**config.mk**
```make
export PLATFORM = sky130hd
export DESIGN_NAME = bank_window_mapper
export DESIGN_NICKNAME = d
export VERILOG_FILES = /design/src/rtl/bank_window_mapper.sv
export SDC_FILE = /design/constraint.sdc
export NUM_CORES = 1
export LEC_CHECK = 0
export ABC_AREA = 0
export BUFFER_PORTS_ARGS = -buffer_cell sky130_fd_sc_hd__buf_2
export CORE_MARGIN = 2
export CORE_UTILIZATION = 35
export CTS_CLUSTER_SIZE = 12
export DETAILED_ROUTE_END_ITERATION = 10
export HOLD_SLACK_MARGIN = 0.1
export PLACE_DENSITY_LB_ADDON = 0.15
export SYNTH_ARGS = -nofsm -noshare
export SYNTH_HDL_FRONTEND = slang
export SYNTH_SLANG_ARGS = --single-unit
```
**constraint.sdc**
```tcl
create_clock -name clk -period 2.2 [get_ports clk]
set_clock_uncertainty 0.15 [all_clocks]
set_input_delay 0.44 -clock clk [delete_from_list [all_inputs] [get_ports clk]]
set_output_delay 0.44 -clock clk [all_outputs]
set_load 0.01 [all_outputs]
```
**src/rtl/bank_window_mapper.sv**
```systemverilog
module bank_window_mapper #(
  parameter int AW = 16,
  parameter int DW = 8,
  parameter int PW = 18,
  parameter logic [DW-1:0] OPEN_BUS = '1,
  parameter logic [PW-AW-1:0] ROM_IMG = 1
) (
  input  logic          clk,
  input  logic          rst_n,
  input  logic          cfg_wr,
  input  logic [AW-1:0] cpu_addr,
  input  logic          cpu_rd,
  input  logic          cpu_wr,
  input  logic [DW-1:0] cpu_wdata,
  input  logic [DW-1:0] mem_rdata,
  input  logic [DW-1:0] io_rdata,
  output logic [PW-1:0] phys_addr,
  output logic          rom_sel,
  output logic          ram_sel,
  output logic          mem_we,
  output logic          io_sel,
  output logic [1:0]    io_reg,
  output logic [DW-1:0] cpu_rdata
);
  localparam logic [AW-1:0] WIN1_BASE = AW'(16'h4000);
  localparam logic [AW-1:0] WIN2_BASE = AW'(16'h9000);
  localparam logic [AW-1:0] WIN3_BASE = AW'(16'hC000);
  localparam int            HW        = PW - AW;

  logic [DW-1:0] bank_q;
  logic [1:0]    win;
  logic [1:0]    field;
  logic          in_ram, top_rom, in_hole, in_io, in_rom, access;

  always_ff @(posedge clk or negedge rst_n)
    if (!rst_n)      bank_q <= '0;
    else if (cfg_wr) bank_q <= cpu_wdata;

  always_comb begin
    if (cpu_addr < WIN1_BASE)      win = 2'd0;
    else if (cpu_addr < WIN2_BASE) win = 2'd1;
    else if (cpu_addr < WIN3_BASE) win = 2'd2;
    else                           win = 2'd3;
  end

  assign field   = bank_q[2*win +: 2];
  assign in_ram  = field != 2'd0;
  assign top_rom = (win == 2'd3) && !in_ram;
  assign in_hole = top_rom && (cpu_addr[AW-1:AW-5] == 5'b11110);
  assign in_io   = top_rom && (cpu_addr[AW-1:AW-5] == 5'b11111);
  assign in_rom  = !in_ram && !in_hole && !in_io;
  assign access  = cpu_rd || cpu_wr;

  assign ram_sel   = access && in_ram;
  assign mem_we    = cpu_wr && in_ram;
  assign rom_sel   = cpu_rd && in_rom;
  assign io_sel    = access && in_io;
  assign io_reg    = cpu_addr[1:0];
  assign phys_addr = in_ram ? {HW'(field - 2'd1), cpu_addr} : {ROM_IMG, cpu_addr};
  assign cpu_rdata = (rom_sel || (ram_sel && cpu_rd)) ? mem_rdata :
                     (io_sel && cpu_rd)               ? io_rdata  : OPEN_BUS;
endmodule

```
# ---- Yosys cells after proc, flatten, opt, wreduce, memory -nomap -nowiden
# Index checks and enable logic that the tools add are counted.
dict set report op_classes {
  n_addsub 1
  multipliers 0
  div 0
  order_cmp 3
  n_eq_ne 3
  shifts 1
  mux 6
  n_bitwise 0
  reduce_logical 17
}
# cell n
set ops {}
lappend ops {{< comparator 16 bit (second input constant)} 2}
lappend ops {{2-to-1 mux 18 bit} 1}
lappend ops {{< comparator 16 x 15 -> 1 bit (second input constant)} 1}
lappend ops {{2-to-1 mux 8 bit} 2}
lappend ops {{logical AND 1 bit} 11}
lappend ops {{equality test 5 bit (second input constant)} 2}
lappend ops {{indexed part select 8 x 4 -> 2 bit} 1}
lappend ops {{2-to-1 mux 2 bit} 2}
lappend ops {{logical NOT 1 bit} 3}
lappend ops {{equality test 2 bit (second input constant)} 1}
lappend ops {{logical OR 1 bit} 2}
lappend ops {{nonzero test 2 bit} 1}
lappend ops {{subtractor 2 x 1 -> 2 bit (second input constant)} 1}
lappend ops {{2-to-1 mux 1 bit} 1}
dict set report totals {
  reg_bits 8
  latchBits 0
  ramBits 0
  mem_bits_ro 0
  input_bits 45
  output_inout_bits 32
  word_cells 32
  mem_count 0
}

# ---- Longest topological paths before layout
dict set report logic_depth {
  depth_word 15
  ltp_mapped 5
}

# ---- Least setup slack after synthesis
# No wires, ideal clock.
dict set report synth_timing {
  kind {in2out}
  startpoint {input cpu_addr[14]}
  endpoint {output mem_we}
  arrival_ps 1480
  path_slack_ps 130
  cell_stages 4
  n_path_buf 0
  path_cell_list {or4b_1 -> o21ai_0 -> a221oi_2 -> a21boi_0}
}
dict set report synth_via {
  elab_chain_cells 7
  elab_cells_between_ends 9
  cone_classes {order compare: 3; shift: 1; mux: 3; reduce/logical: 2}
}
# element line_no
set synth_lines {}
lappend synth_lines {{start, declared} 11} ;# input logic [AW-1:0] cpu_addr,
lappend synth_lines {{< comparator 16 bit} 42} ;# else if (cpu_addr < WIN3_BASE) win = 2'd2;
lappend synth_lines {{2-to-1 mux 1 bit} 42}
lappend synth_lines {{2-to-1 mux 2 bit} 41} ;# else if (cpu_addr < WIN2_BASE) win = 2'd1;
lappend synth_lines {{2-to-1 mux 2 bit (*)} 40} ;# if (cpu_addr < WIN1_BASE) win = 2'd0;
lappend synth_lines {{indexed part select 8 x 4 -> 2 bit (*)} 46} ;# assign field = bank_q[2*win +: 2];
lappend synth_lines {{nonzero test 2 bit (*)} 47} ;# assign in_ram = field != 2'd0;
lappend synth_lines {{logical AND 1 bit (*)} 55} ;# assign mem_we = cpu_wr && in_ram;
lappend synth_lines {{end, declared} 20} ;# output logic mem_we,
# Mark *: on every way between the ends. The rest lies on a longest branch, timed or not.

# ---- Final worst setup path
dict set report layout_timing {
  startpoint {input cpu_addr[14]}
  endpoint {output cpu_rdata[1]}
}
dict set report layout_via {
  elab_chain_cells 15
  elab_cells_between_ends 27
  cone_classes {order compare: 3; eq/ne: 3; shift: 1; mux: 5; reduce/logical: 15}
}
# element line_no
set layout_lines {}
lappend layout_lines {{< comparator 16 bit} 42}
lappend layout_lines {{2-to-1 mux 1 bit} 42}
lappend layout_lines {{2-to-1 mux 2 bit} 41}
lappend layout_lines {{2-to-1 mux 2 bit} 40}
lappend layout_lines {{indexed part select 8 x 4 -> 2 bit} 46}
lappend layout_lines {{nonzero test 2 bit} 47}
lappend layout_lines {{logical NOT 1 bit} {48, 51}}
lappend layout_lines {{logical AND 1 bit} 48} ;# assign top_rom = (win == 2'd3) && !in_ram;
lappend layout_lines {{logical AND 1 bit} 49} ;# assign in_hole = top_rom && (cpu_addr[AW-1:AW-5] == 5'b11110);
lappend layout_lines {{logical NOT 1 bit} 51} ;# assign in_rom = !in_ram && !in_hole && !in_io;
lappend layout_lines {{logical AND 1 bit (2 in a row)} 51}
lappend layout_lines {{logical AND 1 bit} 56} ;# assign rom_sel = cpu_rd && in_rom;
lappend layout_lines {{logical OR 1 bit} 60} ;# assign cpu_rdata = (rom_sel || (ram_sel && cpu_rd)) ? mem_rdata :
lappend layout_lines {{2-to-1 mux 8 bit (*)} 60}
lappend layout_lines {{end, declared} 23} ;# output logic [DW-1:0] cpu_rdata
# Marked as above.

==> run summary <==
Die area = 0.00262 mm²
Insertion delay to the later sink of the worst-skew pair = 240 ps
Final setup viols = 12
Syn Nets = 129
Failing checks = setup timing
Largest registers = bank_q x8
Synth Area in Simple Gates = 28.3%
Data required time at the worst endpoint = 1610 ps
Synth async-reset ratio = 100%
First-pass GRT wire length = 3240 µm
Worst Setup End Kind = output port
Sw Ratio = 29.7%
Clk root buf = clkbuf_4
Flop and latch count out of synthesis = 8
Minimum clock period = 2300 ps
Yosys top cell area share = 25.7%
Core footprint = 0.00215 mm²
Netlist Area Pre-Place = 779 µm²
Internal power = 0.329 mW
CTS buffer count = 3
Max Fclk = 0.434 GHz
Total GRT Usage = 15.9%
Gate power share = 40.1%
Top_reg_cell synth = dfrtp_1
Critical path peak fanout = 6
Layout cell share with drive strength beyond 1 = 73.9%
Largest cells by area after synthesis = dfrtp_1 26%, buf_4 18%, nor3b_2 14%
Initial antenna violation count = 0
Die X-Extent = 51.2 µm
Routability Congestion = 0.712
RSZ-0062 raised after global routing = yes
Largest net degree at the start of global routing = 11
Synth Area per Inst = 9.28 µm²
DRC = 0
Most flop-heavy register = bank_q
Reg power frac = 36.7%
Clk sinks = 8
Final ANT Viol Nets = 0
Final Util = 52.8%
Run status = finished with violations
DP HPWL = 1520 µm
Post-synthesis mux area share = 14.3%
Starting Density = 36.3%
Worst-path clk slew = 50 ps
DRT Wirelength = 2010 µm
Crit share post-route = 105%
Rel. slew slack = 81.9%
Max capacitance violation total = 0
Drt wl/cell = 12.4 µm
Leading cell types by count after synthesis = 19 x buf_4, 11 x nor2_1, 9 x mux2_2, 9 x nor3b_2
Post-synthesis xor/xnor area fraction = 0%
H-tree levels = 1
Switching power = 0.139 mW
Post-route worst setup slack = -102 ps
First-iteration detailed-routing DRC count = 10
Largest family of logic cells by synthesized area = simple AND/OR/NAND/NOR gates
Worst slew pin tran = 272 ps
Number of iterations in the first detailed-routing pass = 4
Max reg flops = 8
Synth Area in Compound Gates = 12.5%
Fin. Hold Viols = 0
Post-synthesis sequential area ratio = 25.7%
Sum Neg Setup Slack = -777 ps
Post-synth top area cell = dfrtp_1
Height of the die = 51.2 µm
Adder-cell share of the synthesized area = 0%
CP Class = input pin to output port
IO Count = 77
Nets = 181
PwrDens = 413 mW/mm²
Class of the worst hold path = input pin to flop
Global route overflow = 0
Via count = 787
Most frequent cell after synthesis = buf_4
Slew Limit Fails = 0
YS warnings = 0
Diode count = 0
Leak = 0.529 nW
Worst vdd ir = 0.339 mV
Clock buffer depth = 2
Area growth syn-to-layout = 45.4%
Crit path DAT = 1710 ps
Netlist cell types = 23
Num rows = 17
Clock share of power = 23.1%
Synth Instances = 84
Crit path launch type = input pin
Post-synth EDFFs = 0
PortBufs = 52
Via/cell ratio = 4.86
Vias in the first global route = 755
CTS tree = yes
## area by class of cell
cell class | instances | area [µm²]
multi-input cells | 55 | 467
fillers | 224 | 1010
inverters | 1 | 3.75
clock buffers | 3 | 22.5
repair buffers | 67 | 405
well taps | 28 | 35.0
flip-flops and latches | 8 | 200
## timing repair
action | in CTS | in global routing
hold buffers | 1 | 0
cloned | 1 | 0
pin swaps | 5 | 3
setup buffers | 5 | 2
gates resized for setup | 11 | 10
hold endpoints to repair | 8 | 0
setup endpoints to repair | 12 | 13
## power by group through the flow
stage	registers, mW	clock network [mW]	logic (mW)
2_1_floorplan	0.172	0	0.104
3_3_place_gp	0.174	0	0.152
3_5_place_dp	0.175	0	0.154
4_1_cts	0.172	0.116	0.172
5_1_grt	0.174	0.124	0.206
6_report	0.172	0.108	0.188
## critical path, stage by stage
cell	delay (ps)
buf_4	120
nand2_2	60
or4_4	550
buf_6	160
nor3b_4	150
o21ai_1	80
buf_2	140
## final timing paths
path,start,endpoint,slack (ps),depth (start not counted)
worst max-delay path,cpu_addr[14],cpu_rdata[1],-100,7
worst min-delay path,cpu_wdata[6],bank_q[6],270,2
worst max register to register,bank_q[6],bank_q[6],1040,3
worst min register to register,bank_q[5],bank_q[5],370,1
max in group asynchronous,rst_n,bank_q[0],1330,2
min in group asynchronous,rst_n,bank_q[3],410,2
## through the flow
step                hold WS, ps  cell area (µm²)  setup WS [ps]  total power [mW]  std cells
floorplan                 -5.59              779            130             0.276         84
global placement            137              988          -58.7             0.326        152
detailed placement          143              988          -64.5             0.329        152
CTS                         262             1080          -98.6             0.460        160
global route                259             1130           -172             0.504        162
finish                      271             1130           -102             0.468        162
## cells by family after synthesis
kind of cell	Yosys count
AOI/OAI and AO/OA	16
buffers and inverters	21
DFF	8
muxes	10
and+or+nand+nor	29
## per-layer routing
| metal | wire (µm) | GRT usage (%) | part of all wire, % |
|---|---|---|---|
| met1 | 813 | 19.7 | 40 |
| met2 | 998 | 26.8 | 50 |
| met3 | 174 | 2.05 | 8.7 |
| met4 | 23 | 8.11 | 1.1 |
| met5 | 0 | 0 | 0 |
## placed cells by master (no fill, tap or decap), types with 2 or more instances in the layout
cell type,Yosys,routed
buf_2,0,49
buf_4,19,12
nor2_1,11,11
o21ai_1,8,9
mux2_2,9,9
nor3b_2,9,8
dfrtp_1,8,8
buf_6,0,4
clkbuf_4,0,3
nand2_2,1,2
o21ai_2,0,2
Note: power is estimated with default switching activity, not from simulation.
